### src/rtl/cc_pkg.sv
package cc_pkg;

    localparam int CSR_W       = 32;
    localparam int BIT_ENABLE  = 0;
    localparam int BIT_INVAL   = 1;
    localparam int BIT_ABORT   = 2;
    localparam int BIT_GEOM    = 4;

    typedef enum logic [0:0] {
        SEQ_IDLE = 1'b0,
        SEQ_WALK = 1'b1
    } seq_state_t;

endpackage

### src/rtl/cc_ctl_regs.sv
module cc_ctl_regs (
    input  logic clk,
    input  logic rst_n,
    input  logic wen,
    input  logic wr_enable,
    input  logic wr_geom,
    input  logic wr_abort,
    input  logic abort_set,
    output logic enable_q,
    output logic geom_q,
    output logic abort_q
);

    always_ff @(posedge clk or negedge rst_n) begin
        if (!rst_n) begin
            enable_q <= 1'b0;
            geom_q   <= 1'b0;
        end else if (wen) begin
            enable_q <= wr_enable;
            geom_q   <= wr_geom;
        end
    end

    // Hardware set wins over a software clear in the same cycle.
    always_ff @(posedge clk or negedge rst_n) begin
        if (!rst_n) begin
            abort_q <= 1'b0;
        end else if (abort_set) begin
            abort_q <= 1'b1;
        end else if (wen && !wr_abort) begin
            abort_q <= 1'b0;
        end
    end

endmodule

### src/rtl/cc_inv_seq.sv
module cc_inv_seq
    import cc_pkg::*;
#(
    parameter int SETS_SMALL = 128,
    parameter int SETS_LARGE = 256,
    parameter int SET_W      = 8
) (
    input  logic             clk,
    input  logic             rst_n,
    input  logic             start,
    input  logic             geom,
    input  logic             abort_req,
    output logic             busy,
    output logic             clr_en,
    output logic [SET_W-1:0] clr_set,
    output logic             aborted
);

    localparam logic [SET_W-1:0] LAST_SMALL = SET_W'(SETS_SMALL - 1);
    localparam logic [SET_W-1:0] LAST_LARGE = SET_W'(SETS_LARGE - 1);

    seq_state_t       state_q, state_nx;
    logic [SET_W-1:0] cnt_q, cnt_nx;
    logic [SET_W-1:0] last_q, last_nx;

    always_ff @(posedge clk or negedge rst_n) begin
        if (!rst_n) begin
            state_q <= SEQ_IDLE;
            cnt_q   <= '0;
            last_q  <= '0;
        end else begin
            state_q <= state_nx;
            cnt_q   <= cnt_nx;
            last_q  <= last_nx;
        end
    end

    always_comb begin
        state_nx = state_q;
        cnt_nx   = cnt_q;
        last_nx  = last_q;
        unique case (state_q)
            SEQ_IDLE: begin
                if (start) begin
                    state_nx = SEQ_WALK;
                    cnt_nx   = '0;
                    last_nx  = geom ? LAST_LARGE : LAST_SMALL;
                end
            end
            SEQ_WALK: begin
                if (abort_req) begin
                    state_nx = SEQ_IDLE;
                end else if (cnt_q == last_q) begin
                    state_nx = SEQ_IDLE;
                end else begin
                    cnt_nx = cnt_q + SET_W'(1);
                end
            end
            default: state_nx = SEQ_IDLE;
        endcase
    end

    always_comb begin
        busy    = 1'b0;
        clr_en  = 1'b0;
        aborted = 1'b0;
        unique case (state_q)
            SEQ_IDLE: ;
            SEQ_WALK: begin
                busy    = 1'b1;
                clr_en  = !abort_req;
                aborted = abort_req;
            end
            default: ;
        endcase
    end

    assign clr_set = cnt_q;

endmodule

### src/rtl/cachectl_csr.sv
module cachectl_csr
    import cc_pkg::*;
#(
    parameter int SETS_SMALL = 128,
    parameter int SETS_LARGE = 256
) (
    input  logic                           clk,
    input  logic                           rst_n,
    input  logic                           csr_wen,
    input  logic [CSR_W-1:0]               csr_wdata,
    output logic [CSR_W-1:0]               csr_rdata,
    input  logic                           abort_req,
    output logic                           busy,
    output logic                           lookup_en,
    output logic                           tag_clr_en,
    output logic [$clog2(SETS_LARGE)-1:0]  tag_clr_set
);

    localparam int SET_W = $clog2(SETS_LARGE);

    logic enable_q, geom_q, abort_q;
    logic start, aborted;
    logic unused_wbits;

    assign unused_wbits = ^{csr_wdata[CSR_W-1:BIT_GEOM+1], csr_wdata[BIT_GEOM-1:BIT_ABORT+1]};

    assign start = csr_wen && csr_wdata[BIT_INVAL] && !busy;

    cc_ctl_regs u_regs (
        .clk       (clk),
        .rst_n     (rst_n),
        .wen       (csr_wen),
        .wr_enable (csr_wdata[BIT_ENABLE]),
        .wr_geom   (csr_wdata[BIT_GEOM]),
        .wr_abort  (csr_wdata[BIT_ABORT]),
        .abort_set (aborted),
        .enable_q  (enable_q),
        .geom_q    (geom_q),
        .abort_q   (abort_q)
    );

    cc_inv_seq #(
        .SETS_SMALL (SETS_SMALL),
        .SETS_LARGE (SETS_LARGE),
        .SET_W      (SET_W)
    ) u_seq (
        .clk       (clk),
        .rst_n     (rst_n),
        .start     (start),
        .geom      (csr_wdata[BIT_GEOM]),
        .abort_req (abort_req),
        .busy      (busy),
        .clr_en    (tag_clr_en),
        .clr_set   (tag_clr_set),
        .aborted   (aborted)
    );

    always_comb begin
        csr_rdata             = '0;
        csr_rdata[BIT_ENABLE] = enable_q;
        csr_rdata[BIT_INVAL]  = busy;
        csr_rdata[BIT_ABORT]  = abort_q;
        csr_rdata[BIT_GEOM]   = geom_q;
    end

    assign lookup_en = enable_q && !busy;

endmodule

### config.mk
export PLATFORM = sky130hd
export DESIGN_NAME = cachectl_csr
export DESIGN_NICKNAME = d
export VERILOG_FILES = /design/src/rtl/cc_pkg.sv /design/src/rtl/cc_ctl_regs.sv /design/src/rtl/cc_inv_seq.sv /design/src/rtl/cachectl_csr.sv
export SDC_FILE = /design/constraint.sdc
export NUM_CORES = 1
export LEC_CHECK = 0
export BUFFER_PORTS_ARGS = -buffer_cell sky130_fd_sc_hd__buf_2
export CAP_MARGIN = 0
export CORE_UTILIZATION = 38
export DETAILED_ROUTE_END_ITERATION = 6
export HOLD_SLACK_MARGIN = 0.03
export PLACE_DENSITY_LB_ADDON = 0.3
export SETUP_SLACK_MARGIN = 0.5
export SYNTH_ARGS = -nofsm -noshare
export SYNTH_HDL_FRONTEND = slang
export SYNTH_SLANG_ARGS = --single-unit
### constraint.sdc
create_clock -name clk -period 1.8 [get_ports clk]
set_input_delay 0 -clock clk [delete_from_list [all_inputs] [get_ports clk]]
set_output_delay 0 -clock clk [all_outputs]
set_load 0.03 [all_outputs]
==> impl_metrics.tcl <==
set metrics [dict create \
    status "complete, no violations" \
    p_leak_nw 0.628 \
    root_buffer "clkbuf_4" \
    finalPower_mw 1.19 \
    initial_core_util_pct 39.9 \
    routed-wl-met3_um 80 \
    core_area_mm2 0.00245 \
    hold_path.class "in2reg" \
    topRoutingLayerUsed "met4" \
    dr.first_iter.drc_count 16 \
    grt_max_degree 15 \
    overflow 0 \
    ir_worst_vdd_uv 525 \
    crit_chain "or4_4 -> nor2_4 -> o21ai_4 -> a21boi_4 -> a221o_2" \
    num_vias 771 \
    cap_violations 0 \
    worstHoldStart "csr_wdata[1]" \
    fp-row-count 18 \
    path_clk_slew_ns 0.09 \
    criticalPathCategory "reg2reg" \
    reg2reg_slack_ns 0.07 \
    path_buf_inv 0 \
    wl_met1_um 819 \
    port_buffers 22 \
    syn_area_um2 978 \
    fmax_mhz 577 \
    layout_common_cells "conb_1 (28), buf_2 (22), buf_4 (11)" \
    antenna_found_initial 0 \
    globalplace.congestion 0.797 \
    slowest_delay_ns 0.53 \
    drc_errors 0 \
    syn_inst 103 \
    synth-compound-area-share_pct 15.5 \
    synth.distinct_cells 34 \
    end_kind "flip-flop" \
    synth-seq-cells 14 \
    die_area_mm2 0.00278 \
    setup_tns_ns 0 \
    n_antenna_cell 0 \
    yosys-top-cells-area "dfrtp_1 (36%), buf_4 (25%), mux2_2 (4.6%)" \
    final.period_utilization_pct 96.2 \
    drt-total-wl_um 1980 \
    finalSetupViolCount 0 \
    crit_path_top_delay_cell "or4_4" \
    synthToLayoutAreaGrowth_pct 22.1 \
    viasPerCell 4.54 \
    synth_area_leader_cell "dfrtp_1" \
    layout-drive-gt1-share_pct 44.3 \
    grt_use_total_pct 15.6 \
    final_nets 178 \
    clock_latency_ns 0.29 \
    fillers 243 \
    wl_met2_um 1050 \
    startpoint_type "flip-flop" \
    pin_count 79 \
    drt_pass1_iterations 4 \
    antenna_left 0 \
    whs_endpoint "u_seq.last_q[6]" \
    grt_pass1_wl_um 3050 \
    final_common_cell "conb_1" \
    rr_endpoint "u_seq.clr_set[7]" \
    hold_viol_final 0 \
    synth_xor_area_share_pct 0.895 \
    timing.rr.start "u_seq.clr_set[0]" \
    synth_area_per_cell_um2 9.50 \
    drv_slew 0 \
    min_path_cells 3 \
    clock_skew_ns 0.00496 \
    synthAdderAreaFrac_pct 1.28 \
    r2r_cells 5 \
    synth-main-ff-cell "dfrtp_1" \
    cp.required_ns 2.03 \
    cts_tree "done" \
    synth_mux_area_share_pct 4.60 \
    synth_top_family_by_area "buffers and inverters" \
    synth-edff-count 0 \
    clock_sinks 14 \
    avgRoutedWirePerCell_um 11.6 \
    rsz0062_at_grt "yes" \
    ys_seq_area_share_pct 35.8 \
    layout_min_cycle_time_ns 1.73 \
    die_w_um 52.7 \
    clock_path_buffers 2 \
    postSynth.asyncResetShare_pct 100 \
    grt_pass1_vias 704 \
    yosys.area_share.simple_pct 14.3 \
    cts_buffers 3 \
    ys_warn_count 0 \
    dp_hpwl_um 1460 \
    powerDensity_mw_per_mm2 994 \
    cp_top_family "simple AND/OR/NAND/NOR gates" \
    yosysTopAreaCellShare_pct 35.8 \
    dieHeight_um 52.7 \
    htreeDepth 1 \
    cp_max_fo 7 \
    critPathArrivalTime_ns 1.96 \
]
registers in the layout (all words and copies together), names as in the netlist:
register / cells
u_regs.enable_q: 1
u_seq.state_q: 1
u_regs.abort_q: 1
u_seq.last_q: 2
u_regs.geom_q: 1
u_seq.clr_set: 8
where the power goes:
group	switching [mW]	internal, mW	leakage (nW)
clock network	0.113	0.123	0.0210
registers	0.0383	0.371	0.168
logic	0.346	0.196	0.440
cell type report:
class                   count  area (um^2)  share of cell area, %
well taps                  30         37.5                   3.14
multi-input cells          77          488                   40.8
flip-flops and latches     14          358                   29.9
inverters                   6         22.5                   1.88
clock buffers               4         36.3                   3.04
repair buffers             39          253                   21.2
Yosys cell counts (2+ instances only):
| cell | n |
|---|---|
| nand2b_1 | 2 |
| buf_4 | 32 |
| nor2_1 | 2 |
| nand2_1 | 5 |
| a22o_2 | 3 |
| mux2_2 | 4 |
| nor3_1 | 3 |
| dfrtp_1 | 14 |
| inv_1 | 5 |
| o21ai_2 | 2 |
| o21ai_0 | 2 |
| or4_1 | 3 |
| nand3_1 | 5 |
cells by family after synthesis:
group           Yosys count
mux                       4
simple gates             26
other cells               1
buf+inv                  39
fa+ha+maj                 1
flops                    14
compound gates           17
xor+xnor                  1
per-layer routing:
layer	up-vias	GRT usage [%]
met4	0	7.02
li1	370	-
met1	369	17.4
met2	29	28.5
met3	3	2.61
met5	-	0
worst register-to-register path: cells and delay by family, from the launching register on:
kind	cells	cell delay, ns
AND/OR/NAND/NOR	2	0.69
AO/OA/AOI/OAI	3	0.56
flip-flops	1	0.42
worst max path at each step:
stage	slack, ns	cells after the start	end	startpoint
6_report	0.07	5	u_seq.clr_set[7]	u_seq.clr_set[0]
4_1_cts	0.09	5	u_seq.clr_set[7]	u_seq.clr_set[0]
3_3_place_gp	0.04	5	u_seq.clr_set[0]	u_seq.clr_set[6]
3_5_place_dp	0.05	5	u_seq.clr_set[0]	u_seq.clr_set[6]
2_1_floorplan	0.05	4	u_seq.clr_set[7]	u_seq.clr_set[6]
5_1_grt	0.001	5	u_seq.clr_set[7]	u_seq.clr_set[0]
through the flow:
stage / utilization (%) / worst slack (ns) / hold WS [ns] / instances / cell area, um^2
floorplan: - / 0.0543 / -0.296 / 130 / 1090
global placement: 42.8 / 0.0402 / -0.0860 / 157 / 1050
detailed placement: 42.8 / 0.0493 / -0.0799 / 157 / 1050
CTS: 48.2 / 0.0883 / 0.0547 / 170 / 1180
global route: 48.7 / 0.00145 / 0.0960 / 170 / 1190
finish: 48.7 / 0.0681 / 0.0600 / 170 / 1190
repair_timing:
item,4_1_cts,5_1_grt
hold buffers,6,0
cloned,0,0
gates resized for setup,3,2
endpoints found under the setup margin,10,9
setup buffers,3,0
pin swaps,6,2
hold endpoints to repair,18,0
Power figures use the tool's default switching activity.
